## config.mk

```make
export PLATFORM = sky130hd
export DESIGN_NAME = irq_prio_cascade
export DESIGN_NICKNAME = d
export VERILOG_FILES = /design/src/rtl/irq_prio_pkg.sv /design/src/rtl/irq_prio_stage.sv /design/src/rtl/irq_prio_merge.sv /design/src/rtl/irq_prio_cascade.sv
export SDC_FILE = /design/constraint.sdc
export NUM_CORES = 1
export LEC_CHECK = 0
export BUFFER_PORTS_ARGS = -buffer_cell sky130_fd_sc_hd__clkbuf_2
export CORE_AREA = 5 5 42 44
export DETAILED_ROUTE_END_ITERATION = 10
export DIE_AREA = 0 0 47 49
export GPL_ROUTABILITY_DRIVEN = 0
export GPL_TIMING_DRIVEN = 1
export SLEW_MARGIN = 20
export SYNTH_ARGS = -nofsm -noshare
export SYNTH_HDL_FRONTEND = slang
export SYNTH_SLANG_ARGS = --single-unit
export TNS_END_PERCENT = 5
```

## constraint.sdc

```tcl
create_clock -name vclk -period 0.9
set_input_delay 0.18 -clock vclk [all_inputs]
set_output_delay 0.18 -clock vclk [all_outputs]
set_load 0.02 [all_outputs]
```

## src/rtl/irq_prio_pkg.sv

```systemverilog
package irq_prio_pkg;

  // Default number of request lines handled by one stage.
  localparam int unsigned STAGE_LINES_DEF = 4;

  // Status pair produced by every stage and by the merged cascade.
  typedef struct packed {
    logic pending;
    logic chain;
  } prio_flags_t;

endpackage

```

## src/rtl/irq_prio_stage.sv

```systemverilog
module irq_prio_stage #(
  parameter int unsigned LINES = irq_prio_pkg::STAGE_LINES_DEF,
  localparam int unsigned IDX_W = $clog2(LINES)
) (
  input  logic                       en,
  input  logic [LINES-1:0]           req,
  output logic [IDX_W-1:0]           idx,
  output irq_prio_pkg::prio_flags_t  flags
);

  // above[i] is high when any line at index i or higher is raised.
  logic [LINES:0]              above;
  logic [LINES-1:0]            win;
  logic [IDX_W-1:0][LINES-1:0] contrib;
  logic                        any_req;

  assign above[LINES] = 1'b0;

  for (genvar i = 0; i < LINES; i++) begin : g_chain
    assign above[i] = above[i+1] | req[i];
    // A line wins only if nothing above it is raised.
    assign win[i]   = req[i] & ~above[i+1];
  end

  // Encode the one-hot winner into binary: bit b collects lines whose number has bit b set.
  for (genvar b = 0; b < IDX_W; b++) begin : g_bit
    for (genvar i = 0; i < LINES; i++) begin : g_line
      if (((i >> b) % 2) == 1) begin : g_set
        assign contrib[b][i] = win[i];
      end else begin : g_clr
        assign contrib[b][i] = 1'b0;
      end
    end
    assign idx[b] = en & (|contrib[b]);
  end

  assign any_req       = above[0];
  assign flags.pending = en & any_req;
  assign flags.chain   = en & ~any_req;

endmodule

```

## src/rtl/irq_prio_merge.sv

```systemverilog
module irq_prio_merge #(
  parameter int unsigned SIDX_W = 2,
  localparam int unsigned IDX_W = SIDX_W + 1
) (
  input  logic [SIDX_W-1:0]          hi_idx,
  input  irq_prio_pkg::prio_flags_t  hi_flags,
  input  logic [SIDX_W-1:0]          lo_idx,
  input  irq_prio_pkg::prio_flags_t  lo_flags,
  output logic [IDX_W-1:0]           idx,
  output irq_prio_pkg::prio_flags_t  flags
);

  // The lower stage is only enabled when the upper one is idle, so at most
  // one of the two index buses is non-zero and an OR combines them.
  assign idx           = {hi_flags.pending, hi_idx | lo_idx};
  assign flags.pending = hi_flags.pending | lo_flags.pending;
  assign flags.chain   = lo_flags.chain;

endmodule

```

## src/rtl/irq_prio_cascade.sv

```systemverilog
module irq_prio_cascade #(
  parameter int unsigned STAGE_LINES = irq_prio_pkg::STAGE_LINES_DEF,
  localparam int unsigned LINES  = 2 * STAGE_LINES,
  localparam int unsigned SIDX_W = $clog2(STAGE_LINES),
  localparam int unsigned IDX_W  = SIDX_W + 1
) (
  input  logic             irq_en,
  input  logic [LINES-1:0] irq_req,
  output logic [IDX_W-1:0] irq_idx,
  output logic             irq_pending,
  output logic             irq_chain_out
);

  logic [SIDX_W-1:0]         hi_idx, lo_idx;
  irq_prio_pkg::prio_flags_t hi_flags, lo_flags, out_flags;

  irq_prio_stage #(.LINES(STAGE_LINES)) u_hi (
    .en    (irq_en),
    .req   (irq_req[LINES-1:STAGE_LINES]),
    .idx   (hi_idx),
    .flags (hi_flags)
  );

  // Upper stage's chain output enables the lower stage.
  irq_prio_stage #(.LINES(STAGE_LINES)) u_lo (
    .en    (hi_flags.chain),
    .req   (irq_req[STAGE_LINES-1:0]),
    .idx   (lo_idx),
    .flags (lo_flags)
  );

  irq_prio_merge #(.SIDX_W(SIDX_W)) u_merge (
    .hi_idx   (hi_idx),
    .hi_flags (hi_flags),
    .lo_idx   (lo_idx),
    .lo_flags (lo_flags),
    .idx      (irq_idx),
    .flags    (out_flags)
  );

  assign irq_pending   = out_flags.pending;
  assign irq_chain_out = out_flags.chain;

endmodule

```

# --- Word level (Yosys, flattened, before mapping) ---
# Index checks and enable logic that the tools add are counted.
op_classes:
  bitwise: 26
  reduce_logical: 4
op_table:
  columns: ["cell", "count"]
  rows:
  - ["$and 1x1->1", 12]
  - ["$reduce_or 2->1", 4]
  - ["$or 1x1->1", 7]
  - ["$not 1->1", 6]
  - ["$or 2x2->2", 1]
totals:
  reg_bits: 0
  input_bits: 9
  output_inout_bits: 5
  elab_cells: 30

# --- Depth between registers and ports, before layout ---
logic_depth:
  depth_word: 7
  depth_mapped: 3
  ltp_nobuf: 3

# --- By module ---
# Synthesis repeated with hierarchy kept, for this count alone.
hier_totals:
  cells_unflattened: 17
  hier_area_um2: 131.4
modules_own_cells:
  columns: ["module", "instances", "cells_each", "area_each_um2"]
  rows:
  - ["irq_prio_stage", 2, 6, 48.8]
  - ["irq_prio_merge", 1, 5, 33.8]

# --- Least setup slack after synthesis ---
# OpenSTA, ideal clock, no wires.
synth_path:
  path_type: "input -> output"
  startpoint: "input port irq_req[5]"
  endpoint: "output port irq_chain_out"
  arrival_time_ns: 0.970
  required_time_ns: 0.720
  path_slack_ns: -0.250
  cell_stages: 3
  path_buffers: 0
  path_cell_list: "nor4_1 nand3_1 nor2_1"
synth_via:
  elab_chain_len: 5
synth_rtl:
  columns: ["item", "line", "rtl"]
  rows:
  - ["from (decl)", "irq_prio_cascade.sv:8", "input logic [LINES-1:0] irq_req,"]
  - ["$or 1x1->1 (2 in a row)", "irq_prio_stage.sv:20", "assign above[i] = above[i+1] | req[i];"]
  - ["$not 1->1", "irq_prio_stage.sv:39", "assign flags.chain = en & ~any_req;"]
  - ["$and 1x1->1 (2 in a row)", "irq_prio_stage.sv:39", null]
  - ["to (decl)", "irq_prio_cascade.sv:11", "output logic irq_chain_out"]
# No other way between the ends.

# --- Worst setup path in the final report ---
layout_path:
  startpoint: "input port irq_en"
  endpoint: "output port irq_idx[0]"
layout_via:
  elab_chain_len: 3
layout_rtl:
  columns: ["item", "line", "rtl"]
  rows:
  - ["from (decl)", "irq_prio_cascade.sv:7", "input logic irq_en,"]
  - ["$and 1x1->1", "irq_prio_stage.sv:39", null]
  - ["$and 1x1->1", "irq_prio_stage.sv:34", "assign idx[b] = en & (|contrib[b]);"]
  - ["$or 2x2->2 (*)", "irq_prio_merge.sv:15", "assign idx = {hi_flags.pending, hi_idx | lo_idx};"]
  - ["to (decl)", "irq_prio_cascade.sv:9", "output logic [IDX_W-1:0] irq_idx,"]
# Every way passes the cells marked *; elsewhere a longest branch is shown, timed or not.

==> results.toml <==
[run_status]
status = "complete, but fails checks"
violations = "setup timing"

[global_routing]
grt_usage_pct = 3.37
grt_pass1_vias = 170
antenna_found_initial = 0
grt-ovfl-total = 0
grt_start_max_net_pins = 5
grt_first_pass_wirelength_um = 641

[yosys]
synth_area_per_cell_um2 = 5.55
synth.most_common_cell = "nor2_1"
netlist_instances = 16
synth_nets = 25
ys_seq_area_share_pct = 0
synth_cell_types = 12
ys_top_cells_by_area = "nor2_1, o221ai_2, o31a_2"
synth_area_um2 = 88.8
synthDominantCellAreaShare_pct = 16.9
synth_warnings = 0
synth_common_cells = "nor2_1, nand2_1"
yosys.area.top_type = "nor2_1"

[sta]
slew_headroom_pct = 84.0
setup-violations-final = 5
fmax_ghz = 0.843
period_minus_slack_ps = 1190
fin_crit_sh_pct = 132
hold_violations = 0
rsz0062_at_grt = "true"
worst_slack_ps = -286
worst_pin_slew_ps = 238
tns_ps = -1100
drv_slew = 0

[worst_setup_path]
cp_max_fo = 2
cp_slowest_cell = "or3_4"
cp-start-kind = "input port"
crit_path_cell_trace = "buf_8 > inv_4 > or3_4 > o221ai_4 > buf_8"
arrival_ps = 1010
path_buf_inv = 3
crit_required_ps = 720
cp.depth = 5
slowest_delay_ps = 380
crit_path_end_kind = "output pin"
crit_start = "irq_en"
crit_family = "simple AND/OR/NAND/NOR gates"
critPathKind = "in -> out"
cpMostUsedCell = "buf_8"

[detailed_routing]
wl_per_cell_um = 8.17
num_vias = 194
routed_wl_um = 425
drtIter0Drc = 1
post-route-drc-count = 0
ant_nets = 0
first_pass_iters = 3
via_per_inst = 3.73

[floorplanning]
io_pins = 14
die-area_um2 = 2300
core_area_um2 = 1400
die_x_um = 47
start_util_pct = 6.34
std_cell_rows = 14
die_y_um = 49

[job]
max_cap_violations = 0

[finish]
drive_gt1_share_pct = 80.6
register_area_um2 = 0
antenna_cells = 0
fill_cells = 161
fin_cells = 52
fin_area_um2 = 325
finalNetCount = 47
final_util_pct = 23.2
clock_buffers = 0
syn_to_final_growth_pct = 266
flops_and_latches = 0

[place]
dp.cells = 51
placed_cell_area_um2 = 255
port-buffer-count = 14
post-place-ws_ps = -380

[worst_hold_path]
hold_path.class = "in -> out"
min_from = "irq_req[4]"
hold_depth = 5

[power_and_ir_drop]
power_leakage_nw = 0.141
vdd_drop_max_mv = 0.0918
powerDensity_nw_per_um2 = 459
## logic make-up (layout without fill, tap and decap cells)
family,after synthesis,count (layout),share of synthesized area [%]
buffers and inverters,2,22,8.44
AND/OR/NAND/NOR,10,10,50.7
AO/OA/AOI/OAI,4,4,40.8
## layer usage
metal	GRT usage, %	share of wire (%)	up-vias
met1	3.70	32	84
met3	0.738	16	0
met4	0	0	0
li1	-	-	101
met2	6.56	52	9
met5	0	0	-
## final cells by class
class	count	area [µm²]	share of cell area (%)
timing repair buffer	20	160	49.2
multi-input combinational	14	135	41.5
inverter	2	10.0	3.08
tap	16	20.0	6.15
## worst paths after layout
kind | endpoint | slack (ps)
max | irq_idx[0] | -290
min | irq_chain_out | 700
## cell usage in the layout (no fill, tap or decap), types with 2 or more instances in the layout
master / synthesis / routed
clkbuf_2: 0 / 6
buf_6: 0 / 2
nor2_4: 0 / 2
nand2_1: 2 / 2
buf_4: 0 / 7
buf_2: 0 / 2
buf_8: 0 / 3
## power breakdown
group | switching, W | internal (W)
clock network | 0 | 0
registers | 0 | 0
logic | 0.0000687 | 0.0000805
total | 0.0000687 | 0.0000805
## worst min-delay path: cells and delay by family
family / cells / cell delay (ps)
and+or+nand+nor: 3 / 140
buffers and inverters: 2 / 200
## through the flow
step           power (W)  hold WS [ps]
6_report        0.000149           702
5_1_grt         0.000161           732
4_1_cts         0.000130           766
3_5_place_dp    0.000117           770
3_3_place_gp    0.000116           768
2_1_floorplan  0.0000538           467
## what timing repair did
item | in CTS | in global routing
hold buffers | 0 | 0
endpoints found under the hold margin | 0 | 0
setup endpoints to repair | 5 | 5
gates resized for setup | 5 | 17
buffers inserted | 0 | 1
pin swaps | 2 | 5
No activity file was read; power rests on OpenSTA's default activity.
